## src/rtl/txbuf_pkg.sv

```systemverilog
package txbuf_pkg;
  typedef enum logic [2:0] {
    ST_IDLE,
    ST_WAIT,
    ST_PRE,
    ST_SFD,
    ST_DATA
  } txbuf_state_e;
endpackage

```

## src/rtl/txbuf_store.sv

```systemverilog
module txbuf_store #(
  parameter int DEPTH = 128,
  parameter int AW    = $clog2(DEPTH)
) (
  input  logic          clk_i,
  input  logic          we_i,
  input  logic [AW-1:0] waddr_i,
  input  logic [7:0]    wdata_i,
  input  logic [AW-1:0] tx_addr_i,
  output logic [7:0]    tx_data_o,
  input  logic [AW-1:0] dbg_addr_i,
  output logic [7:0]    dbg_data_o,
  output logic [7:0]    len_o
);
  logic [7:0] mem_q [DEPTH];

  always_ff @(posedge clk_i) begin
    if (we_i) mem_q[waddr_i] <= wdata_i;
  end

  assign tx_data_o  = mem_q[tx_addr_i];
  assign dbg_data_o = mem_q[dbg_addr_i];
  assign len_o      = mem_q[0];
endmodule

```

## src/rtl/txbuf_fill.sv

```systemverilog
module txbuf_fill #(
  parameter int DEPTH = 128,
  parameter int AW    = $clog2(DEPTH),
  parameter int CW    = $clog2(DEPTH + 1)
) (
  input  logic          clk_i,
  input  logic          rst_ni,
  input  logic          wr_en_i,
  input  logic          flush_i,
  input  logic          tx_start_i,
  input  logic          tx_done_i,
  input  logic          uf_set_i,
  output logic          mem_we_o,
  output logic [AW-1:0] mem_waddr_o,
  output logic [CW-1:0] count_o,
  output logic          uf_o,
  output logic          status_o
);
  logic [CW-1:0] count_q;
  logic          sent_q, uf_q, status_q;
  logic          accept;

  // after a completed send the buffer refills from address 0
  assign accept      = wr_en_i && !flush_i && !uf_q && (sent_q || (count_q < CW'(DEPTH)));
  assign mem_we_o    = accept;
  assign mem_waddr_o = sent_q ? '0 : count_q[AW-1:0];

  always_ff @(posedge clk_i or negedge rst_ni) begin
    if (!rst_ni) begin
      count_q  <= '0;
      sent_q   <= 1'b0;
      uf_q     <= 1'b0;
      status_q <= 1'b0;
    end else begin
      if (wr_en_i) status_q <= uf_q;
      if (flush_i) begin
        count_q <= '0;
        sent_q  <= 1'b0;
        uf_q    <= 1'b0;
      end else begin
        if (accept) count_q <= sent_q ? CW'(1) : count_q + CW'(1);
        if (tx_done_i)       sent_q <= 1'b1;
        else if (tx_start_i) sent_q <= 1'b0;
        else if (accept)     sent_q <= 1'b0;
        if (uf_set_i) uf_q <= 1'b1;
      end
    end
  end

  assign count_o  = count_q;
  assign uf_o     = uf_q;
  assign status_o = status_q;

  a_r9_count_max: assert property (@(posedge clk_i) disable iff (!rst_ni)
    count_q <= CW'(DEPTH));
  a_r5_uf_sticky: assert property (@(posedge clk_i) disable iff (!rst_ni)
    uf_q && !flush_i |=> uf_q);
  a_r5_no_write: assert property (@(posedge clk_i) disable iff (!rst_ni)
    uf_q |-> !mem_we_o);
endmodule

```

## src/rtl/txbuf_seq.sv

```systemverilog
module txbuf_seq
  import txbuf_pkg::*;
#(
  parameter int DEPTH   = 128,
  parameter int AW      = $clog2(DEPTH),
  parameter int CW      = $clog2(DEPTH + 1),
  parameter int DELAY   = 12,
  parameter int PRE_LEN = 4
) (
  input  logic          clk_i,
  input  logic          rst_ni,
  input  logic          cmd_tx_i,
  input  logic          cmd_tx_cca_i,
  input  logic          chan_clear_i,
  input  logic          flush_i,
  input  logic          symbol_tick_i,
  input  logic          mod_ready_i,
  input  logic [CW-1:0] count_i,
  input  logic [7:0]    len_i,
  input  logic [7:0]    rdata_i,
  input  logic [7:0]    sfd_i,
  output logic [AW-1:0] rd_addr_o,
  output logic          mod_valid_o,
  output logic [7:0]    mod_data_o,
  output logic          busy_o,
  output logic          start_o,
  output logic          done_o,
  output logic          uf_set_o
);
  localparam int SW = $clog2(DELAY + 1);
  localparam int PW = $clog2(PRE_LEN + 1);

  txbuf_state_e  state_q;
  logic [SW-1:0] sym_q;
  logic [PW-1:0] pre_q;
  logic [CW-1:0] rd_q;
  logic          have, last;

  assign start_o   = (state_q == ST_IDLE) && !flush_i &&
                     (cmd_tx_i || (cmd_tx_cca_i && chan_clear_i));
  assign have      = rd_q < count_i;
  assign last      = rd_q == CW'(len_i);
  assign rd_addr_o = rd_q[AW-1:0];
  assign busy_o    = state_q != ST_IDLE;

  always_comb begin
    mod_valid_o = 1'b0;
    mod_data_o  = 8'h00;
    uf_set_o    = 1'b0;
    done_o      = 1'b0;
    case (state_q)
      ST_PRE:  mod_valid_o = 1'b1;
      ST_SFD: begin
        mod_valid_o = 1'b1;
        mod_data_o  = sfd_i;
      end
      ST_DATA: begin
        mod_valid_o = have;
        mod_data_o  = have ? rdata_i : 8'h00;
        uf_set_o    = !have && !flush_i;
        done_o      = have && mod_ready_i && last && !flush_i;
      end
      default: ;
    endcase
  end

  always_ff @(posedge clk_i or negedge rst_ni) begin
    if (!rst_ni) begin
      state_q <= ST_IDLE;
      sym_q   <= '0;
      pre_q   <= '0;
      rd_q    <= '0;
    end else if (flush_i) begin
      state_q <= ST_IDLE;
      sym_q   <= '0;
      pre_q   <= '0;
      rd_q    <= '0;
    end else begin
      case (state_q)
        ST_IDLE: if (start_o) begin
          state_q <= ST_WAIT;
          sym_q   <= '0;
        end
        ST_WAIT: if (symbol_tick_i) begin
          if (sym_q == SW'(DELAY - 1)) begin
            state_q <= ST_PRE;
            pre_q   <= '0;
          end else begin
            sym_q <= sym_q + SW'(1);
          end
        end
        ST_PRE: if (mod_ready_i) begin
          if (pre_q == PW'(PRE_LEN - 1)) state_q <= ST_SFD;
          else pre_q <= pre_q + PW'(1);
        end
        ST_SFD: if (mod_ready_i) begin
          state_q <= ST_DATA;
          rd_q    <= '0;
        end
        ST_DATA: begin
          if (!have) state_q <= ST_IDLE;
          else if (mod_ready_i) begin
            if (last) state_q <= ST_IDLE;
            else rd_q <= rd_q + CW'(1);
          end
        end
        default: state_q <= ST_IDLE;
      endcase
    end
  end

  a_r3_tick_gated: assert property (@(posedge clk_i) disable iff (!rst_ni)
    (state_q == ST_WAIT) && !symbol_tick_i && !flush_i |=> state_q == ST_WAIT);
  a_r12_no_restart: assert property (@(posedge clk_i) disable iff (!rst_ni)
    (state_q inside {ST_PRE, ST_SFD, ST_DATA}) |=> state_q != ST_WAIT);
endmodule

```

## src/rtl/txbuf_resend.sv

```systemverilog
module txbuf_resend #(
  parameter int         DEPTH   = 128,
  parameter int         DELAY   = 12,
  parameter int         PRE_LEN = 4,
  parameter logic [7:0] SFD_RST = 8'hA7,
  localparam int        AW      = $clog2(DEPTH),
  localparam int        CW      = $clog2(DEPTH + 1)
) (
  input  logic          clk_i,
  input  logic          rst_ni,
  input  logic          wr_en_i,
  input  logic [7:0]    wr_data_i,
  output logic          status_o,
  input  logic          cmd_tx_i,
  input  logic          cmd_tx_cca_i,
  input  logic          cmd_flush_i,
  input  logic          chan_clear_i,
  input  logic          symbol_tick_i,
  input  logic          sfd_we_i,
  input  logic [7:0]    sfd_data_i,
  input  logic          mod_ready_i,
  output logic          mod_valid_o,
  output logic [7:0]    mod_data_o,
  output logic          busy_o,
  output logic          underflow_o,
  input  logic [AW-1:0] dbg_addr_i,
  output logic [7:0]    dbg_data_o
);
  logic [7:0]    sfd_q;
  logic          mem_we;
  logic [AW-1:0] mem_waddr, rd_addr;
  logic [7:0]    rdata, len;
  logic [CW-1:0] count;
  logic          start, done, uf_set;

  always_ff @(posedge clk_i or negedge rst_ni) begin
    if (!rst_ni)       sfd_q <= SFD_RST;
    else if (sfd_we_i) sfd_q <= sfd_data_i;
  end

  txbuf_store #(.DEPTH(DEPTH), .AW(AW)) i_store (
    .clk_i      (clk_i),
    .we_i       (mem_we),
    .waddr_i    (mem_waddr),
    .wdata_i    (wr_data_i),
    .tx_addr_i  (rd_addr),
    .tx_data_o  (rdata),
    .dbg_addr_i (dbg_addr_i),
    .dbg_data_o (dbg_data_o),
    .len_o      (len)
  );

  txbuf_fill #(.DEPTH(DEPTH), .AW(AW), .CW(CW)) i_fill (
    .clk_i       (clk_i),
    .rst_ni      (rst_ni),
    .wr_en_i     (wr_en_i),
    .flush_i     (cmd_flush_i),
    .tx_start_i  (start),
    .tx_done_i   (done),
    .uf_set_i    (uf_set),
    .mem_we_o    (mem_we),
    .mem_waddr_o (mem_waddr),
    .count_o     (count),
    .uf_o        (underflow_o),
    .status_o    (status_o)
  );

  txbuf_seq #(.DEPTH(DEPTH), .AW(AW), .CW(CW), .DELAY(DELAY), .PRE_LEN(PRE_LEN)) i_seq (
    .clk_i         (clk_i),
    .rst_ni        (rst_ni),
    .cmd_tx_i      (cmd_tx_i),
    .cmd_tx_cca_i  (cmd_tx_cca_i),
    .chan_clear_i  (chan_clear_i),
    .flush_i       (cmd_flush_i),
    .symbol_tick_i (symbol_tick_i),
    .mod_ready_i   (mod_ready_i),
    .count_i       (count),
    .len_i         (len),
    .rdata_i       (rdata),
    .sfd_i         (sfd_q),
    .rd_addr_o     (rd_addr),
    .mod_valid_o   (mod_valid_o),
    .mod_data_o    (mod_data_o),
    .busy_o        (busy_o),
    .start_o       (start),
    .done_o        (done),
    .uf_set_o      (uf_set)
  );

  a_r4_valid_in_busy: assert property (@(posedge clk_i) disable iff (!rst_ni)
    mod_valid_o |-> busy_o);
  a_r6_flush_aborts: assert property (@(posedge clk_i) disable iff (!rst_ni)
    cmd_flush_i |=> !busy_o);
endmodule

```

## config.mk

```make
export PLATFORM = sky130hd
export DESIGN_NAME = txbuf_resend
export DESIGN_NICKNAME = d
export VERILOG_FILES = /design/src/rtl/txbuf_pkg.sv /design/src/rtl/txbuf_store.sv /design/src/rtl/txbuf_fill.sv /design/src/rtl/txbuf_seq.sv /design/src/rtl/txbuf_resend.sv
export SDC_FILE = /design/constraint.sdc
export NUM_CORES = 2
export LEC_CHECK = 0
export ABC_AREA = 0
export BUFFER_PORTS_ARGS = -buffer_cell sky130_fd_sc_hd__clkbuf_2
export CORE_UTILIZATION = 25
export DETAILED_ROUTE_END_ITERATION = 8
export PLACE_DENSITY_LB_ADDON = 0.05
export SETUP_SLACK_MARGIN = 0.02
export SYNTH_ARGS = -nofsm -noshare
export SYNTH_HDL_FRONTEND = slang
export SYNTH_SLANG_ARGS = --single-unit
```

## constraint.sdc

```tcl
create_clock -name clk_i -period 3.2 [get_ports clk_i]
set_clock_uncertainty 0.2 [all_clocks]
set_input_delay 0.16 -clock clk_i [delete_from_list [all_inputs] [get_ports clk_i]]
set_output_delay 0.16 -clock clk_i [all_outputs]
set_load 0.01 [all_outputs]
```

==> key figures <==
Clock tree
  – # H-tree levels: 4
  – CTS clk-pin slew, worst paths: 0.06 ns
  – Bufs on Longest Clock Path: 3
  – CTS Root Buffer Type: clkbuf_16
  – Number of CTS-inserted buffers: about 140
  – CTS tree: done
  – Worst-skew pair later-pin latency: a little under 0.8 ns
  – Clock sink count: 1061

Setup path
  – Crit Reg-Reg Endpoint: i_store.mem_q[124][7]
  – Crit path required time: around 2.8 ns
  – Buf/Inv on CP: 4
  – Worst Reg2Reg Path Length in Cells: 8
  – Critical Path Fanout Max: 6
  – Critical-path cell list: buf_12, clkbuf_16, buf_4, mux4_2, mux2i_2, a22oi_2, nand2_2, a2111oi_4, a221o_1, buf_2
  – Crit path capture type: primary output
  – Critical R2R Launch: i_fill.uf_o
  – R2r setup slk: 0.17 ns
  – Arrival @ worst endpoint: 3.69 ns
  – Slowest cell on the critical path: dfrtp_4
  – CP Launch Type: flip-flop
  – Crit Path Class: flip-flop to primary output
  – Crit path largest cell delay: 0.57 ns
  – Delay-heaviest family, CP: compound AO/OA/AOI/OAI gates

Yosys
  – Synth unique cells: 65
  – Async set or reset register ratio after synthesis: 0.0349
  – Post-Synthesis Cells: 2796
  – Post-Syn Nets: between 2000 and 3000
  – Synthesized flop and latch total: 1061
  – Sequential area share after synthesis: 0.628
  – Post-synth top flop: edfxtp_1
  – Cell Area, Synth: 50400 um^2
  – YS warnings: 0
  – Number of synthesized flops with an enable pin: about 1000
  – Avg Inst Size Synth: ~18 um^2

Cells and area
  – Final net count: 3406
  – Number of fill cells: 19372
  – Finished Layout Cells: 6123
  – Post-layout util: 0.318
  – Ratio of cells with drive above 1 in the final layout: 0.393
  – Synthesis-to-layout area growth: 26.0%

Pwr
  – PwrDens: 526 nW/um^2
  – Leak pwr: 0.0206 uW
  – Worst vdd ir: 0.446 mV
  – Power, Total: 33400 uW

STA
  – Crit share post-route: 1.26
  – Worst slew margin: 0.163
  – Worst setup margin: -0.846 ns
  – RSZ-0062 raised after global routing: yes
  – Final setup violation count: 16
  – Slew Limit Fails: 0
  – Final Hold Fails: 0
  – Fin crit period: 4.05 ns
  – Hold_ws: 0.0894 ns
  – FMAX: 247 MHz
  – Worst-Margin Slew: 1.25 ns

Place
  – Routability cong.: 0.852
  – Dpl cells: 5792
  – PortBufs: 52
  – HPWL after DPL: 153000 um

Routing
  – TritonRoute pass-1 iters: 7
  – Via/cell ratio: 5.12
  – Initial DRC Count: 3143
  – Remaining DRCs: 8
  – Via Count: 31336
  – Final ANT Viol Nets: 0
  – DRT Wirelength: 216000 um
  – WL per Instance: 35.2 um

Global routing
  – Grt total ovfl: 0
  – Antenna violations before repair: 14
  – Global Route met2 Usage: 0.350
  – Largest net degree at the start of global routing: ~110
  – Met1 Use GR: 0.280
  – GR peak layer: met2
  – Routing usage on met3: 0.0354
  – Vias in the first global route: 32424
  – First-pass GRT wire length: between 200000 and 300000 um
  – GRT Overall Usage: 0.210

Floorplan
  – Die Ht: 451 um
  – Ports: 53
  – Die ar.: approximately 200000 um^2
  – Num rows: 164
  – Core Area: 200000 um^2
  – Starting Density: 0.252
  – Chip Width: 451 um

Outcome
  – Failing checks: design-rule violations, negative setup slack
  – Outcome: complete, but fails checks

Worst hold path
  – Hold Startpoint: cmd_flush_i
  – Hold/Removal Path Class: input pin to flip-flop
  – Min-Delay Endpoint: i_fill.uf_o
  – Hold Crit Depth: 3

Job
  – Max capacitance violation total: 0
-- layer usage --
| metal | vias to the layer above | share of wire | routed length, um |
|---|---|---|---|
| met5 | - | 0.000060 | 13 |
| met4 | 2 | 0.028 | 5960 |
| met3 | 222 | 0.050 | 10800 |
| met2 | 1004 | 0.49 | 105000 |
| met1 | 17131 | 0.43 | 93500 |
| li1 | 12977 | - | - |
-- cells by family (layout without fill, tap and decap cells) --
group,count (synthesis),count (layout),share of synthesized area
buf+inv,231,898,0.0244
xor+xnor,15,15,0.00261
flops,1061,1061,0.628
fa+ha+maj,12,12,0.00298
simple gates,433,433,0.0398
compound gates,329,329,0.0462
other cells,0,4,0
mux,715,715,0.256
-- per-stage QoR --
stage          instance area, um^2  setup WS, ns  TNS (ns)
2_1_floorplan                50400         0.389         0
3_3_place_gp                 57600        -0.510     -3.31
3_5_place_dp                 57600        -0.436     -2.84
4_1_cts                      63000        -0.976     -9.35
5_1_grt                      63500        -0.915     -9.28
6_report                     63500        -0.846     -8.09
-- worst max-delay path by stage --
| stage | slack, ns | startpoint | depth (start not counted) | to |
|---|---|---|---|---|
| 6_report | -0.85 | i_seq.rd_q[0] | 10 | mod_data_o[1] |
| 5_1_grt | -0.91 | i_seq.rd_q[0] | 12 | mod_data_o[0] |
| 4_1_cts | -0.98 | i_seq.rd_q[0] | 11 | mod_data_o[4] |
| 3_5_place_dp | -0.44 | i_seq.rd_q[0] | 11 | mod_data_o[5] |
| 3_3_place_gp | -0.51 | i_seq.rd_q[0] | 11 | mod_data_o[5] |
| 2_1_floorplan | 0.39 | i_fill.sent_q | 9 | i_store.mem_q[119][0] |
-- worst register-to-register path, stage by stage (launching register included) --
cell and delay, ns:
dfrtp_1 0.41, inv_1 0.08, and3_1 0.20, nand2b_1 0.10, nor3_1 0.18, buf_4 0.17
nand2_1 0.09, buf_12 0.21, nor2_1 1.02
-- sequential cells by signal, summed over array words and instances, names as in the netlist --
name             cells
i_fill.status_o      1
i_fill.count_o       8
i_store.mem_q     1024
i_fill.uf_o          1
i_seq.pre_q          3
sfd_q                8
i_seq.rd_q           8
i_fill.sent_q        1
i_seq.state_q        3
i_seq.sym_q          4
-- cell usage after synthesis, types with 5 or more instances --
library cell,number,area [um^2]
buf_1,21,78.8
ha_1,12,150
and3_1,6,37.5
a32oi_1,6,52.6
mux2_2,22,248
a21oi_1,40,200
clkbuf_1,76,285
buf_6,12,135
nand2b_1,12,75.1
a22oi_1,110,826
nand4_1,11,68.8
o22ai_1,36,225
edfxtp_1,1024,30700
buf_2,67,335
mux2i_1,242,2420
a211oi_1,30,225
mux4_2,433,9750
a221oi_1,26,228
nand3b_1,5,37.5
buf_4,34,255
o211ai_1,7,52.6
nand3_1,57,285
mux4_1,17,447
nor3b_1,8,60.1
a41oi_1,9,78.8
nor2b_1,27,169
o21ai_0,30,150
dfstp_2,5,131
nor2_1,180,676
dfrtp_1,32,801
a31oi_1,8,50.1
a22o_1,6,52.6
nor3_1,15,75.1
inv_1,16,60.1
xor2_1,14,123
nand2_1,83,312
and2_1,12,75.1
-- final cells by class --
cell class	count	area [um^2]	area share
timing repair buffer	643	6030	0.0949
clock inverter	71	618	0.00973
sequential	1061	31700	0.499
inverter	16	60.1	0.000945
multi-input combinational	1504	18200	0.286
clock buffer	168	3620	0.0569
antenna	4	10.0	0.000158
tap	2656	3320	0.0523
-- power by group --
part | leakage (uW) | internal (uW) | total (uW) | switching [uW]
combinational | 0.00889 | 1410 | 3230 | 1820
sequential | 0.00968 | 15300 | 15300 | 38.7
clock | 0.00206 | 8720 | 14900 | 6140
-- what timing repair did --
action	4_1_cts	5_1_grt
buffers inserted	19	32
pin swaps	24	35
hold buffers	42	0
hold endpoints to repair	637	0
resized for setup	120	78
cloned	1	3
setup endpoints to repair	33	58
-- cells in the final DEF, fill, tap and decap left out, types with 52 or more instances in the layout --
cell,instances
edfxtp_1,1024
buf_4,455
mux4_2,438
mux2i_1,233
nor2_1,160
clkbuf_16,143
a22oi_1,103
nand2_1,81
buf_12,76
nand3_1,52
Power figures use the tool's default switching activity.
